==> src/rtl/irq_cause_pkg.sv <==
package irq_cause_pkg;
  localparam int CAUSE_W = 8;
  typedef logic [CAUSE_W-1:0] cause_t;

  // bits that exist as causes (bit 1 has no cause)
  localparam cause_t CAUSE_IMPL   = 8'hFD;
  // low causes that per-bit mask cannot suppress
  localparam cause_t CAUSE_UNMASK = 8'h0F;
  // cause raised by the software request strobe
  localparam cause_t CAUSE_SWI    = 8'h04;
  // mask byte field positions
  localparam int MASK_GLOBAL_BIT = 0;
  localparam int MASK_SWI_BIT    = 1;

  function automatic cause_t eff_cause(input cause_t cause, input cause_t mask);
    return cause & (~mask | CAUSE_UNMASK);
  endfunction
endpackage

==> src/rtl/irq_mask_reg.sv <==
module irq_mask_reg
  import irq_cause_pkg::*;
#(
  parameter int W = CAUSE_W,
  parameter int SWI_BIT = MASK_SWI_BIT
) (
  input  logic         clk,
  input  logic         rst_n,
  input  logic         mask_we,
  input  logic [W-1:0] wr_data,
  output logic [W-1:0] mask_d,
  output logic [W-1:0] mask_q,
  output logic         swi_req
);
  localparam logic [W-1:0] KEEP = ~(W'(1) << SWI_BIT);

  always_comb begin
    mask_d  = mask_q;
    swi_req = 1'b0;
    if (mask_we) begin
      mask_d  = wr_data & KEEP;
      swi_req = wr_data[SWI_BIT];
    end
  end

  always_ff @(posedge clk or negedge rst_n) begin
    if (!rst_n)       mask_q <= '0;
    else if (mask_we) mask_q <= mask_d;
  end


  swi_readback_chk: assert property (@(posedge clk) disable iff (!rst_n)
    mask_we |=> (mask_q[SWI_BIT] == 1'b0));
endmodule

==> src/rtl/irq_status_reg.sv <==
module irq_status_reg
  import irq_cause_pkg::*;
#(
  parameter int W = CAUSE_W,
  parameter logic [W-1:0] IMPL = CAUSE_IMPL,
  parameter logic [W-1:0] SWI_CAUSE = CAUSE_SWI
) (
  input  logic         clk,
  input  logic         rst_n,
  input  logic [W-1:0] event_pulse,
  input  logic         swi_req,
  input  logic         ack_we,
  input  logic [W-1:0] ack_data,
  output logic [W-1:0] status_d,
  output logic [W-1:0] status_q,
  output logic         set_any
);
  logic [W-1:0] set_vec;
  logic [W-1:0] clr_vec;

  always_comb begin
    set_vec = (event_pulse | (swi_req ? SWI_CAUSE : '0)) & IMPL;
    clr_vec = ack_we ? ack_data : '0;
    set_any = |set_vec;
  end

  for (genvar i = 0; i < W; i++) begin : g_bit
    if (IMPL[i]) begin : g_impl
      logic bit_en;
      always_comb begin
        // set after clear: an event in the same cycle wins
        status_d[i] = (status_q[i] & ~clr_vec[i]) | set_vec[i];
        bit_en      = set_vec[i] | clr_vec[i];
      end
      always_ff @(posedge clk or negedge rst_n) begin
        if (!rst_n)      status_q[i] <= 1'b0;
        else if (bit_en) status_q[i] <= status_d[i];
      end
    end else begin : g_none
      always_comb status_d[i] = 1'b0;
      assign status_q[i] = 1'b0;
    end
  end


  ack_clears_chk: assert property (@(posedge clk) disable iff (!rst_n)
    (ack_we && !set_any) |=> ((status_q & $past(ack_data)) == '0));

  event_wins_chk: assert property (@(posedge clk) disable iff (!rst_n)
    set_any |=> ((status_q & $past(set_vec)) == $past(set_vec)));

  no_ack_keeps_chk: assert property (@(posedge clk) disable iff (!rst_n)
    !ack_we |=> ((status_q & $past(status_q)) == $past(status_q)));
endmodule

==> src/rtl/irq_line_eval.sv <==
module irq_line_eval
  import irq_cause_pkg::*;
#(
  parameter int W = CAUSE_W,
  parameter int GLOBAL_BIT = MASK_GLOBAL_BIT
) (
  input  logic         clk,
  input  logic         rst_n,
  input  logic         eval,
  input  logic         ack_we,
  input  logic [W-1:0] status_d,
  input  logic [W-1:0] mask_d,
  output logic         irq_q
);
  logic irq_d;
  logic irq_en;

  always_comb begin
    irq_d  = irq_q;
    irq_en = eval | ack_we;
    if (eval)
      irq_d = (|eff_cause(status_d, mask_d)) & ~mask_d[GLOBAL_BIT];
    else if (ack_we)
      irq_d = irq_q & (|status_d);
  end

  always_ff @(posedge clk or negedge rst_n) begin
    if (!rst_n)      irq_q <= 1'b0;
    else if (irq_en) irq_q <= irq_d;
  end


  global_gate_chk: assert property (@(posedge clk) disable iff (!rst_n)
    (eval && mask_d[GLOBAL_BIT]) |=> !irq_q);

  ack_drop_chk: assert property (@(posedge clk) disable iff (!rst_n)
    (ack_we && !eval && (status_d == '0)) |=> !irq_q);

  ack_no_raise_chk: assert property (@(posedge clk) disable iff (!rst_n)
    (ack_we && !eval && !irq_q) |=> !irq_q);

  line_hold_chk: assert property (@(posedge clk) disable iff (!rst_n)
    (!eval && !ack_we) |=> $stable(irq_q));
endmodule

==> src/rtl/irq_cause_ctrl.sv <==
module irq_cause_ctrl
  import irq_cause_pkg::*;
#(
  parameter int W = CAUSE_W
) (
  input  logic         clk,
  input  logic         rst_n,
  input  logic [W-1:0] event_i,
  input  logic         wr_en_i,
  input  logic         wr_sel_i,
  input  logic [W-1:0] wr_data_i,
  output logic [W-1:0] cause_o,
  output logic [W-1:0] mask_o,
  output logic         irq_o
);
  logic         mask_we;
  logic         ack_we;
  logic         swi_req;
  logic         set_any;
  logic         eval;
  logic [W-1:0] mask_d;
  logic [W-1:0] status_d;

  always_comb begin
    mask_we = wr_en_i & wr_sel_i;
    ack_we  = wr_en_i & ~wr_sel_i;
    eval    = set_any | mask_we;
  end

  irq_mask_reg #(.W(W)) u_mask (
    .clk(clk), .rst_n(rst_n), .mask_we(mask_we), .wr_data(wr_data_i),
    .mask_d(mask_d), .mask_q(mask_o), .swi_req(swi_req)
  );

  irq_status_reg #(.W(W)) u_status (
    .clk(clk), .rst_n(rst_n), .event_pulse(event_i), .swi_req(swi_req),
    .ack_we(ack_we), .ack_data(wr_data_i), .status_d(status_d),
    .status_q(cause_o), .set_any(set_any)
  );

  irq_line_eval #(.W(W)) u_line (
    .clk(clk), .rst_n(rst_n), .eval(eval), .ack_we(ack_we),
    .status_d(status_d), .mask_d(mask_d), .irq_q(irq_o)
  );


  swi_sets_cause_chk: assert property (@(posedge clk) disable iff (!rst_n)
    (mask_we && wr_data_i[MASK_SWI_BIT]) |=> cause_o[2]);

  line_needs_cause_chk: assert property (@(posedge clk) disable iff (!rst_n)
    irq_o |-> (cause_o != '0));
endmodule

==> config.mk <==
export PLATFORM = sky130hd
export DESIGN_NAME = irq_cause_ctrl
export DESIGN_NICKNAME = d
export VERILOG_FILES = /design/src/rtl/irq_cause_pkg.sv /design/src/rtl/irq_mask_reg.sv /design/src/rtl/irq_status_reg.sv /design/src/rtl/irq_line_eval.sv /design/src/rtl/irq_cause_ctrl.sv
export SDC_FILE = /design/constraint.sdc
export NUM_CORES = 1
export LEC_CHECK = 0
export ABC_AREA = 1
export CAP_MARGIN = 20
export CORE_MARGIN = 5
export CORE_UTILIZATION = 23
export DETAILED_ROUTE_END_ITERATION = 16
export PLACE_DENSITY_LB_ADDON = 0.08
export REMOVE_ABC_BUFFERS = 1
export SETUP_SLACK_MARGIN = 0.02
export SLEW_MARGIN = 40
export SYNTH_ARGS = -nofsm -noshare
export SYNTH_HDL_FRONTEND = slang
export SYNTH_SLANG_ARGS = --single-unit
==> constraint.sdc <==
create_clock -name clk -period 1.05 [get_ports clk]
set_clock_uncertainty 0.2 [all_clocks]
set_input_delay 0.1575 -clock clk [delete_from_list [all_inputs] [get_ports clk]]
set_output_delay 0.1575 -clock clk [all_outputs]
set_load 0.02 [all_outputs]
After elaboration in Yosys (flattened, before gate mapping)

Index checks and enable logic that the tools add are counted.
W data, S select, Z words.

Add/subtract/negate cells: 0
Reductions and logical operators: 5
Mux-type cells: 6
Magnitude comparators: 0
Bitwise gates (word level): 39
Equal/unequal tests: 0
Div/mod/pow operators: 0
Shift-type cells: 0
$mul: 0

Operator list:

| cell               | number |
|---|---|
| $mux W8            | 2 |
| $or A1 B1 Y1       | 16 |
| $reduce_or A7 Y1   | 2 |
| $and A1 B1 Y1      | 11 |
| $not A1 Y1         | 9 |
| $and A8 B8 Y8      | 1 |
| $not A8 Y8         | 1 |
| $or A8 B8 Y8       | 1 |
| $reduce_or A8 Y1   | 1 |
| $mux W1            | 3 |
| $mux W3            | 1 |
| $reduce_and A2 Y1  | 1 |
| $reduce_bool A2 Y1 | 1 |

Memories: 0
Input port bits: 20
Latch bits: 0
Word-level logic and storage cells: 59
Memory bits (read-only): 0
Register bits: 16
RAM bits: 0
Output and inout bits: 17

Longest topological paths before layout

Depth after elaboration: 10
Mapped depth: 11

Cells and area by module

Synthesis repeated with hierarchy kept, for this count alone.

Cell total of the unflattened synthesis: 132
Area, all modules: 857.1 sq um

Modules (own cells, without submodules):

| module         | cells each | instances | area an instance (sq um) | seq. area each (sq um) |
|---|---|---|---|---|
| irq_status_reg | 53         | 1         | 357.8                    | 175.2 |
| irq_mask_reg   | 43         | 1         | 339.1                    | 200.2 |
| irq_line_eval  | 30         | 1         | 137.6                    | 25.0 |
| irq_cause_ctrl | 6          | 1         | 22.5                     | 0.0 |

Worst setup path before layout

Ideal clock, no wire load.

Path kind: reg-to-reg
Start point: register u_mask.mask_q[5]
End point: register u_line.irq_q
Path buffers: 0
Clock period less this slack: 1,272 ps
Cell stages (with the launch flop): 10
Arrival time: 952 ps
Path slack: -222 ps
Library setup time: 119 ps
Cell sequence: dfrtp_1 > inv_1 > nand2_1 > o21ai_0 > nand2_1 > nand2_1 > nor2_1 > nand2_1 > nand2_1 > nand2_1

Cells in the longest elaborated chain, start to end: 6

RTL lines:

| item                     | RTL line            | RTL |
|---|---|---|
| start: declaration       | irq_mask_reg.sv:12  | `output logic [W-1:0] mask_q,` |
| start signal: assignment | irq_mask_reg.sv:28  | `else if (mask_we) mask_q <= mask_d;` |
| $mux W8                  | irq_mask_reg.sv:20  | `if (mask_we) begin` |
| $not A8 Y8               | irq_cause_pkg.sv:16 | `return cause & (~mask \| CAUSE_UNMASK);` |
| $and A8 B8 Y8            | irq_cause_pkg.sv:16 |  |
| $reduce_or A8 Y1         | irq_line_eval.sv:22 | `irq_d = (\|eff_cause(status_d, mask_d)) & ~mask_d[GLOBAL_BIT];` |
| $and A1 B1 Y1            | irq_line_eval.sv:22 |  |
| $mux W1                  | irq_line_eval.sv:21 | `if (eval)` |
| end signal: assignment   | irq_line_eval.sv:29 | `else if (irq_en) irq_q <= irq_d;` |
| end: declaration         | irq_line_eval.sv:13 | `output logic irq_q` |

Every way passes these cells.
A chain may end at the register's enable or synchronous reset.

Worst setup path in the final report

Start point: input wr_data_i[2]
End point: register u_line.irq_q

Cells in the longest elaborated chain, start to end: 8
Elaborated cells on any way between the ends: 11

RTL lines:

| item                                                     | RTL line                                 | RTL |
|---|---|---|
| start: declaration                                       | irq_cause_ctrl.sv:11                     | `input logic [W-1:0] wr_data_i,` |
| $mux W8 (*)                                              | irq_status_reg.sv:23                     | `clr_vec = ack_we ? ack_data : '0;` |
| $not A1 Y1 (*)                                           | irq_status_reg.sv:32                     | `status_d[i] = (status_q[i] & ~clr_vec[i]) \| set_vec[i];` |
| $and A1 B1 Y1 (*)                                        | irq_status_reg.sv:32                     |  |
| $or A1 B1 Y1 (*)                                         | irq_status_reg.sv:32                     |  |
| $and A8 B8 Y8 / $reduce_or A7 Y1 (equally long branches) | irq_cause_pkg.sv:16, irq_line_eval.sv:24 |  |
| $reduce_or A8 Y1 / $and A1 B1 Y1 (equally long branches) | irq_line_eval.sv:22, irq_line_eval.sv:24 |  |
| $and A1 B1 Y1 / $mux W1 (equally long branches)          | irq_line_eval.sv:22, irq_line_eval.sv:23 |  |
| $mux W1 (*)                                              | irq_line_eval.sv:21                      |  |

Every way passes the cells marked *; elsewhere a longest branch is shown, timed or not. The select of a mux whose other input is x is not followed.

==> out/qor.yml <==
clock_sinks: 16
place_area_um2: 1320
die_h_um: 70.2
clk_latency_ps: 290
r2r_cells: 7
startpoint: "wr_data_i[2]"
syn2layout_area_growth_pct: 72.2
powerDensity_nw_per_um2: 1150
cap_viol_max_count: 0
grtUsageMet1: 0.137
ant_nets: 0
utilization: 0.420
busiest_layer: "met2"
cts_root_buf: "clkbuf_4"
gp_congestion: 0.801
synth_area_per_cell_um2: 7.79
num_vias: 803
numCtsBuffers: 3
hold_slack_ps: -10.9
routedWlPerCell_um: 11.7
fin_crit_ps: 1270
finalCritPeriodShare: 1.21
ys_seq_area_frac: 0.480
crit_type: "input port to register"
combPwrFrac: 0.319
cp.arrival_ps: 1260
drt-pass1-iter-count: 4
fmax_mhz: 789
worstPathMaxFanout: 2
start_util: 0.244
clk_pin_slew_ps: 100
timing.rr.end: "u_line.irq_q"
grt_use_met3: 0.0244
yosys_warnings: 0
worstPathRequired_ps: 1040
p_sw_frac: 0.302
gr-usage-all-layers: 0.101
grt_pass1_wl_mm: 3.93
use_met2: 0.154
core_area_um2: 3420
num_rows: 21
antenna_found_initial: 0
diodes: 0
via_per_inst: 3.90
start_kind: "input port"
synth_area_um2: 833
r2r_slack_ps: -210
p_leak_nw: 0.742
synthDistinctLibCells: 20
synthCells: 107
setup_viol: 18
die_w_um: 70.2
die_area_um2: 4930
worstReg2RegStart: "u_status.status_q[7]"
p_int_w: 0.00115
clockPowerShare: 0.253
grt_start_max_net_pins: 17
power.switching_w: 0.000500
portBuffers: 34
ir_drop_uv: 457
cts.htree.levels: 1
ys_top_cells_by_area: "dfrtp_1 (48%), nand2_1 (14%), inv_1 (10%)"
hold_path_class: "input port to async pin"
drv_slew: 0
final_nets: 181
wl_mm: 2.41
endpoint_kind: "register"
drive_above_1_share: 0.381
drt_iter0_drc: 23
hold_violations: 16
final_area_um2: 1440
rsz0062_at_grt: "true"
io_pins: 37
route.detailed.drc: 0
cts.path.max_buffers: 2
violations: "hold timing, setup timing"
outcome: "finished, violations left"
synth_top_cell_area_share: 0.480
synth-seq-cells: 16
grt.overflow.total: 0
synth_top_cell_by_area: "dfrtp_1"
finalWorstSetupSlack_ps: -217
cts_tree: "built"
seq_power_share: 0.428
grt_pass1_vias: 839
dp_hpwl_mm: 1.90
endpoint: "u_line.irq_q"
pre_cts_slack_ps: -826
==> Yosys cell counts (all sizes together) <==
cell type,n
nand3,10
dfrtp,16
conb,1
inv,25
o21ai,4
nand4,1
a21oi,3
nand3b,1
nand2,35
buf,3
o21bai,1
o211ai,1
nor2,6
==> per-stage QoR <==
stage | TNS (ps) | instances | total power (W) | hold WS, ps
after detailed placement | -12640 | 199 | 0.00120 | 273
after global routing | -3210 | 206 | 0.00176 | -0.401
after floorplan | -224 | 104 | 0.000907 | -338
final | -2490 | 206 | 0.00165 | -10.9
after CTS | -2940 | 206 | 0.00166 | -16.3
after global placement | -12500 | 199 | 0.00120 | 266
==> placed cells by master, fill, tap and decap left out, types with 2 or more instances in the layout <==
master and instances:
buf_2 2, buf_4 13, buf_6 18, clkbuf_4 3
clkdlybuf4s15_2 2, clkdlybuf4s50_1 15, dfrtp_1 16, inv_1 20
inv_2 5, nand2_1 26, nand2_2 7, nand2_4 2
nand3_1 10, nor2_1 4, nor2_2 2, o21ai_2 3
==> area by class of cell <==
cell class	count	area [um2]
Clock buffer	4	36.3
Tap cell	46	57.6
Fill cell	351	1980
Multi-Input combinational cell	63	335
Timing Repair Buffer	52	512
Inverter	25	93.8
Sequential cell	16	400
==> routing by layer <==
metal  routed length [um]  vias to the layer above
li1                     -                      421
met1                 1190                      357
met2                 1070                       21
met3                  120                        4
met4                   30                        0
met5                    0                        -
==> power by group through the flow <==
stage / registers [W] / clock network, W / logic (W)
2_1_floorplan: 0.000773 / 0 / 0.000134
3_3_place_gp: 0.000707 / 0 / 0.000494
3_5_place_dp: 0.000709 / 0 / 0.000492
4_1_cts: 0.000708 / 0.000443 / 0.000508
5_1_grt: 0.000714 / 0.000472 / 0.000577
6_report: 0.000707 / 0.000418 / 0.000528
==> worst min path at each step <==
stage                        start          endpoint  slack, ps  cells after the start
after floorplan              rst_n         async pin       -340                      0
after global placement    register          register        270                      2
after detailed placement  register          register        270                      2
after CTS                    rst_n  u_mask.mask_q[6]        -20                      2
after global routing         rst_n  u_mask.mask_q[6]       -0.4                      2
final                        rst_n  u_mask.mask_q[6]        -10                      2
==> repair_timing <==
| item | 4_1_cts | 5_1_grt |
|---|---|---|
| pin swaps | 7 | 8 |
| resized for setup | 104 | 13 |
| gates cloned | 0 | 0 |
| endpoints found under the setup margin | 32 | 22 |
| hold endpoints to repair | 16 | 3 |
| setup buffers | 5 | 1 |
==> cells by family after synthesis <==
kind of cell | after synthesis | share of synthesized area
compound gates | 9 | 0.0736
buf+inv | 28 | 0.153
flops | 16 | 0.480
other cells | 1 | 0.00450
simple gates | 53 | 0.288
==> critical path: stages <==
cell	delay, ps
clkdlybuf4s50_1	490
nand3_1	130
a21oi_4	170
nand3b_1	100
inv_1	70
nand2_1	40
nand2_1	50
nand2_1	40
No activity file was read; power rests on OpenSTA's default activity.
